==> src/rtl/dma2ch_pkg.sv <==
package dma2ch_pkg;
  localparam int NUM_CH = 2;

  typedef enum logic [2:0] {
    ST_IDLE, ST_BUS, ST_RD, ST_WR, ST_REL
  } eng_state_e;

  // size codes: 0 byte, 1 half-word, 2 word, 3 reserved
  function automatic logic addr_ok(input logic [1:0] sz, input logic [1:0] lsb);
    case (sz)
      2'd0:    return 1'b1;
      2'd1:    return ~lsb[0];
      2'd2:    return lsb == 2'b00;
      default: return 1'b0;
    endcase
  endfunction
endpackage

==> src/rtl/dma2ch_chan.sv <==
module dma2ch_chan
  import dma2ch_pkg::*;
#(
  parameter int AW    = 32,
  parameter int CNT_W = 16
) (
  input  logic             clk_i,
  input  logic             rst_ni,
  input  logic             start_i,
  input  logic [AW-1:0]    src_i,
  input  logic [AW-1:0]    dst_i,
  input  logic [CNT_W-1:0] cnt_i,
  input  logic [1:0]       size_i,
  input  logic             ext_i,
  input  logic             burst_i,
  input  logic             sw_req_i,
  input  logic             dreq_i,
  input  logic             step_i,
  output logic             elig_o,
  output logic [AW-1:0]    src_o,
  output logic [AW-1:0]    dst_o,
  output logic [1:0]       size_o,
  output logic             ext_o,
  output logic             burst_o,
  output logic             last_o,
  output logic             done_o,
  output logic             err_o
);
  localparam int REM_W = CNT_W + 1;

  logic             armed_q, sw_pend_q, done_q, err_q, ext_q, burst_q;
  logic [REM_W-1:0] rem_q;
  logic [AW-1:0]    src_q, dst_q, inc;
  logic [1:0]       size_q;
  logic             cfg_ok;

  assign inc    = AW'(1) << size_q;
  assign cfg_ok = addr_ok(size_i, src_i[1:0]) && addr_ok(size_i, dst_i[1:0]);
  assign last_o = (rem_q == REM_W'(1));

  always_ff @(posedge clk_i or negedge rst_ni) begin
    if (!rst_ni) begin
      armed_q   <= 1'b0;
      sw_pend_q <= 1'b0;
      done_q    <= 1'b0;
      err_q     <= 1'b0;
      ext_q     <= 1'b0;
      burst_q   <= 1'b0;
      rem_q     <= '0;
      src_q     <= '0;
      dst_q     <= '0;
      size_q    <= '0;
    end else if (start_i) begin
      done_q    <= 1'b0;
      sw_pend_q <= 1'b0;
      armed_q   <= cfg_ok;
      err_q     <= ~cfg_ok;
      src_q     <= src_i;
      dst_q     <= dst_i;
      size_q    <= size_i;
      ext_q     <= ext_i;
      burst_q   <= burst_i;
      rem_q     <= (cnt_i == '0) ? {1'b1, {CNT_W{1'b0}}} : {1'b0, cnt_i};
    end else if (step_i) begin
      src_q <= src_q + inc;
      dst_q <= dst_q + inc;
      rem_q <= rem_q - REM_W'(1);
      if (last_o) begin
        armed_q   <= 1'b0;
        sw_pend_q <= 1'b0;
        done_q    <= 1'b1;
      end
    end else if (sw_req_i && armed_q && !ext_q) begin
      sw_pend_q <= 1'b1;
    end
  end

  assign elig_o  = armed_q && (ext_q ? dreq_i : sw_pend_q);
  assign src_o   = src_q;
  assign dst_o   = dst_q;
  assign size_o  = size_q;
  assign ext_o   = ext_q;
  assign burst_o = burst_q;
  assign done_o  = done_q;
  assign err_o   = err_q;
endmodule

==> src/rtl/dma2ch_arb.sv <==
module dma2ch_arb
  import dma2ch_pkg::*;
#(
  parameter int IW = 1
) (
  input  logic              clk_i,
  input  logic              rst_ni,
  input  logic              rr_i,
  input  logic [NUM_CH-1:0] req_i,
  input  logic              upd_i,
  input  logic [IW-1:0]     served_i,
  output logic [IW-1:0]     pick_o,
  output logic              any_o
);
  logic [IW-1:0] last_q;

  always_ff @(posedge clk_i or negedge rst_ni) begin
    if (!rst_ni)    last_q <= IW'(NUM_CH - 1);
    else if (upd_i) last_q <= served_i;
  end

  // fixed: lowest index first; round-robin: search starts after last served
  always_comb begin
    int  idx;
    logic found;
    pick_o = '0;
    found  = 1'b0;
    for (int k = 0; k < NUM_CH; k++) begin
      idx = rr_i ? ((int'(last_q) + 1 + k) % NUM_CH) : k;
      if (!found && req_i[idx]) begin
        pick_o = IW'(idx);
        found  = 1'b1;
      end
    end
  end

  assign any_o = |req_i;
endmodule

==> src/rtl/dma2ch_xfer.sv <==
module dma2ch_xfer
  import dma2ch_pkg::*;
#(
  parameter int AW = 32,
  parameter int DW = 32,
  parameter int IW = 1
) (
  input  logic          clk_i,
  input  logic          rst_ni,
  input  logic          any_i,
  input  logic [IW-1:0] pick_i,
  input  logic [AW-1:0] src_i,
  input  logic [AW-1:0] dst_i,
  input  logic [1:0]    size_i,
  input  logic          burst_i,
  input  logic          last_i,
  input  logic          bus_gnt_i,
  input  logic [DW-1:0] rdata_i,
  input  logic          ack_i,
  output logic [IW-1:0] cur_ch_o,
  output logic          step_o,
  output logic          bus_req_o,
  output logic          mem_req_o,
  output logic          mem_we_o,
  output logic [AW-1:0] mem_addr_o,
  output logic [1:0]    mem_size_o,
  output logic [DW-1:0] mem_wdata_o
);
  eng_state_e    state_q;
  logic [IW-1:0] cur_q;
  logic [DW-1:0] data_q;

  always_ff @(posedge clk_i or negedge rst_ni) begin
    if (!rst_ni) begin
      state_q <= ST_IDLE;
      cur_q   <= '0;
      data_q  <= '0;
    end else begin
      case (state_q)
        ST_IDLE: if (any_i) begin
          cur_q   <= pick_i;
          state_q <= ST_BUS;
        end
        ST_BUS: if (bus_gnt_i) state_q <= ST_RD;
        ST_RD: if (ack_i) begin
          data_q  <= rdata_i;
          state_q <= ST_WR;
        end
        ST_WR: if (ack_i) state_q <= (burst_i && !last_i) ? ST_RD : ST_REL;
        default: state_q <= ST_IDLE;
      endcase
    end
  end

  assign step_o      = (state_q == ST_WR) && ack_i;
  assign bus_req_o   = (state_q == ST_BUS) || (state_q == ST_RD) || (state_q == ST_WR);
  assign mem_req_o   = (state_q == ST_RD) || (state_q == ST_WR);
  assign mem_we_o    = (state_q == ST_WR);
  assign mem_addr_o  = (state_q == ST_WR) ? dst_i : src_i;
  assign mem_size_o  = size_i;
  assign mem_wdata_o = data_q;
  assign cur_ch_o    = cur_q;
endmodule

==> src/rtl/dma2ch.sv <==
module dma2ch
  import dma2ch_pkg::*;
#(
  parameter int AW    = 32,
  parameter int DW    = 32,
  parameter int CNT_W = 16
) (
  input  logic                          clk_i,
  input  logic                          rst_ni,
  input  logic                          rr_mode_i,
  input  logic [NUM_CH-1:0]             start_i,
  input  logic [NUM_CH-1:0][AW-1:0]     cfg_src_i,
  input  logic [NUM_CH-1:0][AW-1:0]     cfg_dst_i,
  input  logic [NUM_CH-1:0][CNT_W-1:0]  cfg_cnt_i,
  input  logic [NUM_CH-1:0][1:0]        cfg_size_i,
  input  logic [NUM_CH-1:0]             cfg_ext_i,
  input  logic [NUM_CH-1:0]             cfg_burst_i,
  input  logic [NUM_CH-1:0]             sw_req_i,
  input  logic [NUM_CH-1:0]             irq_mask_i,
  input  logic [NUM_CH-1:0]             dreq_i,
  output logic [NUM_CH-1:0]             dreq_clr_o,
  output logic [NUM_CH-1:0]             tc_o,
  output logic [NUM_CH-1:0]             irq_done_o,
  output logic [NUM_CH-1:0]             irq_err_o,
  output logic                          bus_req_o,
  input  logic                          bus_gnt_i,
  output logic                          mem_req_o,
  output logic                          mem_we_o,
  output logic [1:0]                    mem_size_o,
  output logic [AW-1:0]                 mem_addr_o,
  output logic [DW-1:0]                 mem_wdata_o,
  input  logic [DW-1:0]                 mem_rdata_i,
  input  logic                          mem_ack_i
);
  localparam int IW = (NUM_CH > 1) ? $clog2(NUM_CH) : 1;

  logic [NUM_CH-1:0] elig, ch_ext, ch_burst, ch_last, ch_done, ch_err, cur_oh;
  logic [AW-1:0]     ch_src [NUM_CH];
  logic [AW-1:0]     ch_dst [NUM_CH];
  logic [1:0]        ch_size [NUM_CH];
  logic [IW-1:0]     cur_ch, pick;
  logic              any_req, step;
  logic [NUM_CH-1:0] clr_q;

  assign cur_oh = NUM_CH'(1) << cur_ch;

  for (genvar g = 0; g < NUM_CH; g++) begin : g_ch
    dma2ch_chan #(.AW(AW), .CNT_W(CNT_W)) u_chan (
      .clk_i   (clk_i),
      .rst_ni  (rst_ni),
      .start_i (start_i[g]),
      .src_i   (cfg_src_i[g]),
      .dst_i   (cfg_dst_i[g]),
      .cnt_i   (cfg_cnt_i[g]),
      .size_i  (cfg_size_i[g]),
      .ext_i   (cfg_ext_i[g]),
      .burst_i (cfg_burst_i[g]),
      .sw_req_i(sw_req_i[g]),
      .dreq_i  (dreq_i[g]),
      .step_i  (step && cur_oh[g]),
      .elig_o  (elig[g]),
      .src_o   (ch_src[g]),
      .dst_o   (ch_dst[g]),
      .size_o  (ch_size[g]),
      .ext_o   (ch_ext[g]),
      .burst_o (ch_burst[g]),
      .last_o  (ch_last[g]),
      .done_o  (ch_done[g]),
      .err_o   (ch_err[g])
    );
  end

  dma2ch_arb #(.IW(IW)) u_arb (
    .clk_i   (clk_i),
    .rst_ni  (rst_ni),
    .rr_i    (rr_mode_i),
    .req_i   (elig),
    .upd_i   (step),
    .served_i(cur_ch),
    .pick_o  (pick),
    .any_o   (any_req)
  );

  dma2ch_xfer #(.AW(AW), .DW(DW), .IW(IW)) u_xfer (
    .clk_i      (clk_i),
    .rst_ni     (rst_ni),
    .any_i      (any_req),
    .pick_i     (pick),
    .src_i      (ch_src[cur_ch]),
    .dst_i      (ch_dst[cur_ch]),
    .size_i     (ch_size[cur_ch]),
    .burst_i    (ch_burst[cur_ch]),
    .last_i     (ch_last[cur_ch]),
    .bus_gnt_i  (bus_gnt_i),
    .rdata_i    (mem_rdata_i),
    .ack_i      (mem_ack_i),
    .cur_ch_o   (cur_ch),
    .step_o     (step),
    .bus_req_o  (bus_req_o),
    .mem_req_o  (mem_req_o),
    .mem_we_o   (mem_we_o),
    .mem_addr_o (mem_addr_o),
    .mem_size_o (mem_size_o),
    .mem_wdata_o(mem_wdata_o)
  );

  always_ff @(posedge clk_i or negedge rst_ni) begin
    if (!rst_ni) clr_q <= '0;
    else         clr_q <= step ? (ch_ext & cur_oh) : '0;
  end

  assign dreq_clr_o = clr_q;
  assign tc_o       = mem_req_o ? (ch_last & cur_oh) : '0;
  assign irq_done_o = ch_done & ~irq_mask_i;
  assign irq_err_o  = ch_err & ~irq_mask_i;
endmodule

==> config.mk <==
export PLATFORM = sky130hd
export DESIGN_NAME = dma2ch
export DESIGN_NICKNAME = d
export VERILOG_FILES = /design/src/rtl/dma2ch_pkg.sv /design/src/rtl/dma2ch_chan.sv /design/src/rtl/dma2ch_arb.sv /design/src/rtl/dma2ch_xfer.sv /design/src/rtl/dma2ch.sv
export SDC_FILE = /design/constraint.sdc
export NUM_CORES = 1
export LEC_CHECK = 0
export ABC_AREA = 1
export CORE_ASPECT_RATIO = 1.4
export CORE_MARGIN = 3
export CORE_UTILIZATION = 45
export DETAILED_ROUTE_END_ITERATION = 6
export GPL_TIMING_DRIVEN = 0
export PLACE_DENSITY = 0.85
export SLEW_MARGIN = 15
export SYNTH_ARGS = -nofsm -noshare
export SYNTH_HDL_FRONTEND = slang
export SYNTH_HIERARCHICAL = 1
export SYNTH_SLANG_ARGS = --single-unit
==> constraint.sdc <==
create_clock -name clk_i -period 2.31 [get_ports clk_i]
set_input_delay 0.462 -clock clk_i [delete_from_list [all_inputs] [get_ports clk_i]]
set_output_delay 0.462 -clock clk_i [all_outputs]
set_load 0.01 [all_outputs]
# Word-level counts from Yosys, hierarchy flattened
# Index checks and enable logic that the tools add are counted.
# W data, S select, Z words.
[op_classes]
addsub = 8
order_cmp = 4
n_eq_ne = 15
shift = 3
mux = 71
bitwise_logic = 14
n_reduce_logical = 43
[op_table]
columns = ["operator", "count"]
rows = [
  ["$mux W32", 17],
  ["$add A32 B32 Y32", 4],
  ["$mux W17", 6],
  ["$lt A32 B3 Y1 const B", 2],
  ["$shl A1 B2 Y32 const A", 2],
  ["$eq A17 B1 Y1 const B", 2],
  ["$sub A17 B1 Y17 const B", 2],
  ["$mux W1", 33],
  ["$add A32 B2 Y32 const B", 1],
  ["$logic_not A16 Y1", 2],
  ["$mux W3", 5],
  ["$logic_and A1 B1 Y1", 13],
  ["$logic_not A2 Y1", 6],
  ["$pmux W1 S3", 4],
  ["$pmux W3 S4", 1],
  ["$reduce_and A2 Y1", 6],
  ["$mux W2", 5],
  ["$and A2 B2 Y2", 4],
  ["$reduce_bool A2 Y1", 4],
  ["$eq A3 B2 Y1 const B", 2],
  ["$ne A2 B2 Y1 const B", 3],
  ["$ne A3 B3 Y1 const B", 2],
  ["$not A1 Y1", 6],
  ["$reduce_bool A3 Y1", 2],
  ["other kinds (17)", 24],
]
[word_totals]
register_bits = 217
inputBits = 213
wordCells = 183

# Logic depth before layout (Yosys ltp)
# Gate-level depths: netlist of the first run.
[logic_depth]
depth_word = 10
depth_mapped = 17
depth_no_buf = 17

# Hierarchy
# The synthesis of the first run kept the hierarchy.
[modules_own_cells]
columns = ["module", "instances", "cells_each", "area_each_um2", "seq_area_each_um2"]
rows = [
  ["dma2ch_chan", 2, 936, 6443.7, 2227.1],
  ["dma2ch_xfer", 1, 282, 2112.0, 900.9],
  ["dma2ch", 1, 241, 983.4, 50.0],
  ["dma2ch_arb", 1, 8, 61.3, 26.3],
]

# Worst setup path before layout of the first run
# OpenSTA, ideal clock, no wires.
[synth_timing]
path_type = "register to register"
start = "register u_xfer.state_q[1]"
end = "register g_ch[0].u_chan.src_q[11]"
t_arrival_ns = 2.119
required_time_ns = 2.243
path_slack_ns = 0.124
path_stages_with_launch = 13
period_less_slack_ns = 2.186
cell_sequence = "dfrtp_1 -> buf_2 -> nand3_4 -> buf_2 -> nor2_1 -> inv_1 -> nor2_1 -> nand2_1 -> inv_1 -> buf_2 -> buf_1 -> nand2_1 -> nand2_1"
[synth_between]
elab_chain_len = 4
[synth_lines]
columns = ["element", "line", "text"]
rows = [
  ["start, declared", "dma2ch_xfer.sv:29", "eng_state_e state_q;"],
  ["start signal, assigned", "dma2ch_xfer.sv:49", "ST_WR: if (ack_i) state_q <= (burst_i && !last_i) ? ST_RD : ST_REL;"],
  ["$eq A3 B2 Y1", "dma2ch_xfer.sv:55", "assign step_o = (state_q == ST_WR) && ack_i;"],
  ["$logic_and A1 B1 Y1", "dma2ch_xfer.sv:55", ""],
  ["named net step", "dma2ch.sv:42", "logic any_req, step;"],
  ["$logic_and A1 B1 Y1", "dma2ch.sv:60", ".step_i (step && cur_oh[g]),"],
  ["$reduce_bool A2 Y1 (no line)", "-", ""],
  ["end signal, assigned", "dma2ch_chan.sv:58", "src_q <= src_i;"],
  ["end signal, assigned", "dma2ch_chan.sv:65", "src_q <= src_q + inc;"],
  ["end, declared", "dma2ch_chan.sv:33", "logic [AW-1:0] src_q, dst_q, inc;"],
]
# The timed path passes the listed nets, and every way through them passes these cells.
# A chain may end at the register's enable or synchronous reset.

# Final worst setup path of the first run
[layout_timing]
start = "register u_xfer.cur_q (netlist: u_xfer/cur_ch_o)"
end = "output port mem_addr_o[0]"
[layout_between]
elab_chain_len = 5
elab_cells_between_ends = 8
[layout_lines]
columns = ["element", "line", "text"]
rows = [
  ["start, declared", "dma2ch_xfer.sv:30", "logic [IW-1:0] cur_q;"],
  ["start signal, assigned", "dma2ch_xfer.sv:41", "cur_q <= pick_i;"],
  ["$not A1 Y2 (not written as such) *", "dma2ch.sv:89, dma2ch.sv:90", ""],
  ["$mux W32 (on tied branches) (3 in a row)", "dma2ch.sv:89, dma2ch.sv:90", ""],
  ["$mux W32 *", "dma2ch_xfer.sv:59", "assign mem_addr_o = (state_q == ST_WR) ? dst_i : src_i;"],
  ["end, declared", "dma2ch.sv:30", "output logic [AW-1:0] mem_addr_o,"],
]
# Every way passes the cells marked *; elsewhere a longest branch is shown, timed or not. The select of a mux whose other input is x is not followed.

==> impl_results.md, run 1 <==
- Register share of total power: 30.0%
- CP arrival: 2000 ps
- Drt wl/cell: 19.9 microns
- Count of cell types in the netlist: 51
- Status: finished, violations left
- Sw Pwr: 7.91 mW
- Initial antenna violation count: 0
- Num CTS Buffers: 24
- Worst Setup EP: mem_addr_o[0]
- Post-Syn Nets: 2632
- Clk buf depth: 3
- Antenna-violating nets left: 0
- Via count: 18300
- ANT cells: 0
- Clk slew on worst S/H paths: 60 ps
- Clock period minus final worst setup slack: 2470 ps
- FP Rows: 81
- Die width: 166 microns
- Logic pwr share: 48.1%
- Ranking of synthesized cells by area: dfrtp_1 34%, nand2_1 22%, inv_1 6.0%
- Post-synth ARST share: 100%
- Core area: 0.0351 sq mm
- Final period util: 107%
- Ys Warns: 6
- Num Clock Sinks: 217
- Sw frac: 42.4%
- Vias/cell: 5.62
- CTS HTree Levels: 1
- R2R cell count: 11
- Finished Cell Area: 0.0216 sq mm
- Gr usage total: 32.7%
- Most used DFF post-synth: dfrtp_1
- Worst skew pair latency: 560 ps
- Fmax: 405 MHz
- Crit Reg-Reg Endpoint: g_ch[1].u_chan/rem_q[14]
- Worst slew margin: 47.9%
- P_int: 10.7 mW
- Total Nets Final: 3011
- DIE HEIGHT: 229 microns
- Pwr Total: 18.6 mW
- Post-synth EDFFs: 0
- CTS tree: done
- Max VDD drop: 0.681 mV
- Die Footprint: 0.0380 sq mm
- Worst-Margin Slew: 782 ps
- Initial Util: 45.8%
- RSZ-0062 raised after global routing: true
- Fin. Hold Viols: 0
- I/O pins: 290
- Critical Path End Type: output port
- Max-cap violations: 0
- First-pass iteration count of the detailed router: 6
- Post-route DRC: 0
- Clk pwr share: 21.9%
- Number of global-route vias before repair: 17700
- Syn_area_per_cell: 6.68 sq um
- Yosys reg bits: 217
- # port buffers: 289
- Wire length of the first global-routing pass: 96400 microns
- CP required: 1850 ps
- Largest fanout on the critical path: 7
- Clock skew: 29.9 ps
- Register area share after synthesis: 33.9%
- Most common cell after layout, fill and taps aside: nand2_1
- Area grow syn2layout: 34.4%
- Routed WL: 64800 microns
- Worst setup path startpoint: u_xfer/cur_ch_o
- Root buffer cell: clkbuf_16
- R2R Setup Slk: 20 ps
- Failing checks: negative setup slack
- Final setup fails: 20
- Global placer's final weighted congestion: 1.02
- Yosys top cell area share: 33.7%
- Violation count after the first detailed-route iteration: 1632
- Leak Pwr: 10.3 nW
- Total congestion overflow: 0
- Layout cells sized above 1: 16.4%
- Largest net degree at the start of global routing: 92
- Final worst slack: -157 ps
- Mapped Cells: 2403
- Area post-placement: 0.0196 sq mm
- Area leader, netlist: dfrtp_1
- Commonest non-fill, non-tap cells in the layout: 836 x nand2_1, 252 x inv_1, 249 x clkdlybuf4s50_1, 212 x dfrtp_1, 167 x nand3_1
- R2r startpoint: u_xfer/state_q[1]
- Crit Path Class: reg2out
- Post-Syn Area: 0.0160 sq mm
- Startpoint class of the critical path: flop
- Hold/Removal Path Class: in2async
- DP HPWL: 49600 microns
- Max-slew violations: 0
- PD cells: 865 mW/mm^2
[worst min-delay path by stage]
| stage | to | cells after the start |
|---|---|---|
| floorplan | dreq_clr_o[0] | 0 |
| global placement | g_ch[1].u_chan/burst_o | 2 |
| detailed placement | g_ch[0].u_chan/dst_o[17] | 1 |
| CTS | u_xfer/mem_wdata_o[25] | 3 |
| global route | u_xfer/mem_wdata_o[25] | 3 |
| finish | g_ch[0].u_chan/dst_o[12] | 2 |
[layer usage]
layer  global-route usage [%]  wire (microns)
met1                     38.3           23800
met3                     3.44            4570
met4                     19.5            4480
met2                     56.9           31900
met5                        0               0
[state kept, by name, summed over array words and instances (netlist names)]
signal,cells
g_ch.u_chan/ext_o,2
g_ch.u_chan/rem_q,34
u_arb/last_q,1
g_ch.u_chan/err_o,2
g_ch.u_chan/sw_pend_q,2
g_ch.u_chan/size_o,4
u_xfer/mem_wdata_o,32
g_ch.u_chan/dst_o,64
u_xfer/cur_ch_o,1
u_xfer/state_q,3
g_ch.u_chan/burst_o,2
dreq_clr_o,2
g_ch.u_chan/src_o,64
g_ch.u_chan/done_o,2
g_ch.u_chan/armed_q,2
[cell usage after synthesis, types with 20 or more instances]
| cell type | number |
|---|---|
| inv_1 | 255 |
| o21ai_0 | 59 |
| o21ai_2 | 34 |
| nand3_1 | 167 |
| a21oi_1 | 38 |
| nor3_1 | 40 |
| nand4_1 | 74 |
| o21ai_1 | 20 |
| clkbuf_1 | 32 |
| a22oi_1 | 98 |
| buf_2 | 28 |
| nand2_1 | 929 |
| nand2_2 | 20 |
| nor2_1 | 149 |
| dfrtp_1 | 216 |
| xor2_1 | 32 |
[kinds of logic (layout without fill, tap and decap cells)]
group	after synthesis	after routing	synth area share [%]
and+or+nand+nor	1461	1461	39.8
buffers and inverters	360	756	9.55
AOI/OAI and AO/OA	305	305	13.1
DFF	217	217	33.9
xor gates and xnor gates	44	44	2.40
adders and majority gates	16	16	1.25
[stage by stage]
| step | hold WS (ps) | setup WS, ps | util (%) | std cells | setup TNS (ps) |
|---|---|---|---|---|---|
| final | 437 | -157 | 61.5 | 3255 | -1340 |
| after global routing | 461 | -175 | 61.5 | 3255 | -3640 |
| after CTS | 434 | -155 | 59.9 | 3237 | -2100 |
| after detailed placement | 444 | -1360 | 55.8 | 3150 | -143640 |
| after global placement | 457 | -8740 | 55.6 | 3148 | -2025330 |
| after floorplan | 166 | 124 | - | 2403 | 0 |
[cell type report]
cell class / instances / area (sq um)
multi-input cells: 1826 / 9570
plain buffers: 90 / 718
well taps: 456 / 571
fillers: 3242 / 13500
clock inverters: 12 / 159
repair buffers: 355 / 3410
clock buffers: 31 / 657
flip-flops and latches: 217 / 5440
inverters: 268 / 1040
[critical path, stage by stage (launching register included)]
cell and delay [ps]:
dfrtp_1 390, buf_6 180, clkinv_8 80, buf_8 140
buf_4 130, buf_6 110, nand2_2 50, nand2_1 50
nand2_1 80, nand2_2 80, buf_6 130
[what timing repair did]
action,CTS,global route
resized for setup,276,156
hold buffers,1,0
endpoints found under the setup margin,204,161
endpoints found under the hold margin,63,0
setup buffers,40,22
gates cloned,3,0
pin swaps,35,49
[power groups by stage]
stage	clock (mW)	combinational [mW]	sequential (mW)
CTS	4.14	8.25	5.54
finish	4.09	8.96	5.59
global placement	0	7.46	5.57
floorplan	0	4.17	5.39
detailed placement	0	7.59	5.60
global route	4.29	9.62	5.67
(Power assumes the default switching activity.)
==> inputs of run 2 (changes only) <==
==> constraint.sdc (replaced) <==
create_clock -name clk_i -period 2.31 [get_ports clk_i]
set_input_delay 0.231 -clock clk_i [delete_from_list [all_inputs] [get_ports clk_i]]
set_output_delay 0.231 -clock clk_i [all_outputs]
set_load 0.01 [all_outputs]
==> run 2 against run 1 <==
- the run ends with design-rule violations left
- highest routed layer unchanged
- maximum frequency increased by 7.5%
- clock power about the same
- design area fell by 3.3%
- worst setup slack better by 170 ps
- sequential cell count unchanged
- combinational power down 12%
- clock-buffer cell count unchanged
- critical path depth down 6
- first-iteration DRC count down 0.43%
- global-route usage shrank 0.41 points
==> impl_results.md, run 2 (synthesis results as in run 1) <==
- Max-cap violations: 0
- CTS tree: done
- CTS HTree Levels: 1
- Core area: 0.0351 sq mm
- Routed WL: 63400 microns
- Num Clock Sinks: 217
- DP HPWL: 49600 microns
- Commonest non-fill, non-tap cells in the layout: 913 x nand2_1, 254 x inv_1, 250 x clkdlybuf4s50_1, 211 x dfrtp_1, 167 x nand3_1
- P_int: 10.2 mW
- Wire length of the first global-routing pass: 95200 microns
- Clk slew on worst S/H paths: 70 ps
- Worst skew pair latency: 560 ps
- Worst-Margin Slew: 764 ps
- Vias/cell: 5.59
- Startpoint class of the critical path: flop
- Largest net degree at the start of global routing: 92
- Antenna-violating nets left: 0
- Area grow syn2layout: 30.0%
- Most common cell after layout, fill and taps aside: nand2_1
- Placed instance count: 3150
- Final setup fails: 0
- Violation count after the first detailed-route iteration: 1625
- RSZ-0062 raised after global routing: true
- Max stage delay cell, worst path: clkdlybuf4s50_1
- CP required: 2080 ps
- Die width: 166 microns
- Clock skew: 29.5 ps
- Worst slew margin: 49.1%
- Layout cells sized above 1: 11.1%
- Max-slew violations: 0
- FP Rows: 81
- Clk pwr share: 23.2%
- Final period util: 99.3%
- DIE HEIGHT: 229 microns
- Fin. Hold Viols: 0
- Leak Pwr: 10.0 nW
- Crit Path Class: reg2out
- Util after Layout: 59.5%
- Via count: 18000
- Max VDD drop: 0.670 mV
- # port buffers: 289
- Crit-path cells: buf_4, inv_1, a21oi_1, clkdlybuf4s50_1
- Critical Path End Type: output port
- Sw Pwr: 7.41 mW
- I/O pins: 290
- Logic pwr share: 45.1%
- Number of global-route vias before repair: 17400
- Worst path bufs/invs: 3
- ANT cells: 0
- Clk buf depth: 3
- Clock period minus final worst setup slack: 2290 ps
- Finished Layout Cells: 3216
- Failing checks: design-rule violations
- Top delay family on crit path: buffers and inverters
- Fmax: 436 MHz
- Largest fanout on the critical path: 7
- Pwr Total: 17.6 mW
- Sw frac: 42.2%
- Total congestion overflow: 0
- PD cells: 843 mW/mm^2
- Max incr delay on CP: 610 ps
- First-pass iteration count of the detailed router: 7
- Gr usage total: 32.3%
- CP arrival: 2060 ps
- Global placer's final weighted congestion: 1.02
- Initial antenna violation count: 0
- Initial Util: 45.8%
- Root buffer cell: clkbuf_16
- Total Nets Final: 2972
- Num CTS Buffers: 24
- Status: finished, violations left
- Register share of total power: 31.7%
- Post-route DRC: 4
- Die Footprint: 0.0380 sq mm
- Drt wl/cell: 19.7 microns
- Hold/Removal Path Class: in2async
run 2: cell count changes in the layout (fill, tap and decap cells not counted), sizes merged:
cell / delta
buf: -67
inv: +2
clkdlybuf4s50: +1
clkbuf: -1
clkdlybuf4s15: +7
clkinv: -2
dlygate4sd2: +21
run 2: power by group through the flow:
stage	combinational (mW)	clock (mW)	sequential, mW
2_1_floorplan	4.17	0	5.39
3_3_place_gp	7.46	0	5.57
3_5_place_dp	7.59	0	5.60
4_1_cts	7.66	4.14	5.54
5_1_grt	8.58	4.29	5.67
6_report	7.92	4.08	5.58
run 2: path summary, 6_finish.rpt:
kind / startpoint / endpoint / slack (ps) / cells past startpoint
min reg2reg: g_ch[1].u_chan/burst_o / g_ch[1].u_chan/burst_o / 470 / 2
max: u_xfer/state_q[1] / bus_req_o / 20 / 4
max in group asynchronous: rst_ni / g_ch[0].u_chan/rem_q[8] / 920 / 4
min in group clk_i: mem_rdata_i[25] / u_xfer/mem_wdata_o[25] / 220 / 3
max reg2reg: g_ch[0].u_chan/size_o[0] / g_ch[0].u_chan/dst_o[28] / 70 / 15
min: rst_ni / g_ch[0].u_chan/dst_o[17] / 210 / 2
run 2: per-stage QoR:
stage	setup slack, ps	TNS [ps]	cell area (sq um)	hold WS (ps)
floorplan	124	0	16000	-64.6
global placement	-8510	-1941010	19500	457
detailed placement	-1160	-111250	19600	213
CTS	2.00	0	20700	203
global route	-59.8	-224	20900	229
finish	15.9	0	20900	206
run 2: layer usage:
metal | up-vias | wire, microns | track usage, %
li1 | 8528 | - | -
met1 | 8405 | 23500 | 38.0
met2 | 857 | 31200 | 56.7
met3 | 192 | 4560 | 3.46
met4 | 0 | 4180 | 17.7
met5 | - | 0 | 0
run 2: final cells by class:
| type | count | area [sq um] |
|---|---|---|
| Sequential cell | 217 | 5440 |
| Buffer | 92 | 643 |
| Inverter | 268 | 1030 |
| Tap cell | 456 | 571 |
| Multi-Input combinational cell | 1826 | 9250 |
| Clock inverter | 12 | 159 |
| Fill cell | 3334 | 14200 |
| Clock buffer | 31 | 657 |
| Timing Repair Buffer | 314 | 3110 |
run 2: repair_timing:
| item | 4_1_cts | 5_1_grt |
|---|---|---|
| pin swaps | 11 | 9 |
| hold buffers | 1 | 0 |
| hold endpoints to repair | 63 | 0 |
| gates cloned | 0 | 0 |
| setup buffers | 15 | 7 |
| setup endpoints to repair | 202 | 162 |
| gates resized for setup | 134 | 49 |
run 2: worst register-to-register path, cell delays in order (launching register included):
cell,delay [ps]
dfrtp_1,420
buf_6,160
nor2_2,120
ha_2,240
ha_1,180
inv_1,80
nand2_2,120
nand3_4,100
nor2_1,110
nor2_1,80
nor2_2,210
nand2_1,80
nand2_1,70
nand2_1,60
nand2_1,60
nand2_1,40
==> inputs of run 3 (changes only) <==
HOLD_SLACK_MARGIN = 0.15   (was unset)
PLACE_DENSITY = 0.78   (was 0.85)
==> run 3 against run 2 <==
- the run still ends with design-rule violations left
- clock-buffer cell count is the same
- critical path depth grew 4
- core utilization grew 0.61 points
- routed wire length grew 1.5%
- worst setup slack gained 52 ps
- sequential power is essentially flat
- sequential cell count is the same
- non-clock buffer count grew 12
- design area grew 1.0%
- global-route usage grew 0.55 points
- combinational power grew 3.8%
- clock skew shrank 4.5 ps
- critical path type unchanged
- critical endpoint is now mem_addr_o[17]
- largest power group unchanged
==> impl_results.md, run 3 (synthesis results as in run 1) <==
- Clock skew: 25.0 ps
- Global placer's final weighted congestion: 1.00
- Root buffer cell: clkbuf_16
- Final period util: 97.1%
- Max VDD drop: 0.560 mV
- DP HPWL: 50100 microns
- Core area: 0.0351 sq mm
- Most common cell after layout, fill and taps aside: nand2_1
- Violation count after the first detailed-route iteration: 1434
- Worst path bufs/invs: 4
- Max incr delay on CP: 410 ps
- R2R Setup Slk: 120 ps
- Total congestion overflow: 0
- Initial antenna violation count: 4
- Place WS: -1280 ps
- Total Nets Final: 2984
- Num CTS Buffers: 24
- CP arrival: 2010 ps
- Area grow syn2layout: 31.3%
- Drt wl/cell: 19.9 microns
- Critical Path End Type: output port
- Post-route DRC: 1
- CP dominant cell by count: nand2_1
- # port buffers: 289
- Initial Util: 45.8%
- Vias/cell: 5.59
- Worst-Margin Slew: 825 ps
- CTS tree: done
- Worst slew margin: 45.0%
- Antenna-violating nets left: 0
- Largest net degree at the start of global routing: 90
- Via count: 18000
- Largest fanout on the critical path: 10
- Gr usage total: 32.9%
- Clk slew on worst S/H paths: 70 ps
- I/O pins: 290
- Leak Pwr: 10.1 nW
- CTS HTree Levels: 1
- Fin. Hold Viols: 0
- ANT cells: 0
- Clk buf depth: 3
- Crit-path cells: buf_6, inv_6, buf_4, nand2_1, nand2_1, nand2_1, nand2_1, clkdlybuf4s15_1
- Startpoint class of the critical path: flop
- Final setup fails: 0
- Wire length of the first global-routing pass: 96700 microns
- First-pass iteration count of the detailed router: 7
- Max-slew violations: 0
- Max stage delay cell, worst path: dfrtp_1
- CP required: 2080 ps
- Num Clock Sinks: 217
- Hold/Removal Path Class: in2async
- Die width: 166 microns
- Final worst slack: 67.6 ps
- PD cells: 840 mW/mm^2
- Top delay family on crit path: buffers and inverters
- Fmax: 446 MHz
- Die Footprint: 0.0380 sq mm
- DIE HEIGHT: 229 microns
- Fillcell total: 3309
- Layout cells sized above 1: 12.7%
- Pwr Total: 17.7 mW
- FP Rows: 81
- Clock period minus final worst setup slack: 2240 ps
- Max-cap violations: 0
- Number of global-route vias before repair: 17600
- Failing checks: design-rule violations
- Routed WL: 64400 microns
- Commonest non-fill, non-tap cells in the layout: 905 x nand2_1, 253 x inv_1, 251 x clkdlybuf4s50_1, 210 x dfrtp_1, 167 x nand3_1
- Util after Layout: 60.1%
- Crit Path Class: reg2out
- Status: finished, violations left
- Worst skew pair latency: 570 ps
==> run 3: area by class of cell <==
type	instances	area (sq um)	share of cell area, %
plain buffers	92	701	3.33
clock buffers	31	687	3.26
clock inverters	12	98.8	0.469
inverters	268	1030	4.88
multi-input cells	1826	9330	44.3
flip-flops and latches	217	5440	25.8
well taps	456	571	2.71
repair buffers	326	3210	15.2
==> run 3: path summary, 6_finish.rpt <==
check,start,cells after the start,end
worst max-delay path,u_xfer/cur_ch_o,8,mem_addr_o[17]
worst min-delay path,rst_ni,2,g_ch[0].u_chan/dst_o[12]
worst max register to register,u_xfer/state_q[2],13,g_ch[0].u_chan/dst_o[26]
worst min register to register,g_ch[1].u_chan/burst_o,2,g_ch[1].u_chan/burst_o
max in group asynchronous,rst_ni,3,g_ch[0].u_chan/sw_pend_q
min in group clk_i,cfg_burst_i[0],3,g_ch[0].u_chan/burst_o
==> run 3: report_power, final <==
part | switching [mW] | internal (mW)
clock network | 1.78 | 2.13
registers | 1.01 | 4.56
logic | 4.79 | 3.43
==> run 3: stage by stage <==
step	instances	hold slack [ps]	instance area (sq um)	TNS (ps)
after CTS	3214	195	20900	0
after floorplan	2403	-64.6	16000	0
after global routing	3228	210	21100	-37.5
after detailed placement	3150	212	19600	-119730
final	3228	206	21100	0
after global placement	3148	464	19500	-1960360
==> run 3: timing repair <==
item,CTS,global route
gates resized for setup,199,55
pin swaps,10,14
hold buffers,1,0
setup endpoints to repair,202,82
cloned,0,1
endpoints found under the hold margin,216,0
setup buffers,20,13
==> run 3: worst register-to-register path, stage by stage, from the launching register on <==
cell	delay [ps]
dfrtp_2	420
inv_2	70
nand3_4	130
buf_6	150
buf_8	120
nor2_4	110
inv_2	80
nor2_4	270
nand2_4	150
inv_1	140
buf_6	170
buf_6	160
nand2_1	90
nand2_1	60
==> run 3: routing by layer <==
layer,part of all wire (%),GRT usage [%]
met5,0.098,0
met4,5.6,17.1
met3,7.0,4.60
met2,50,57.2
met1,38,38.8
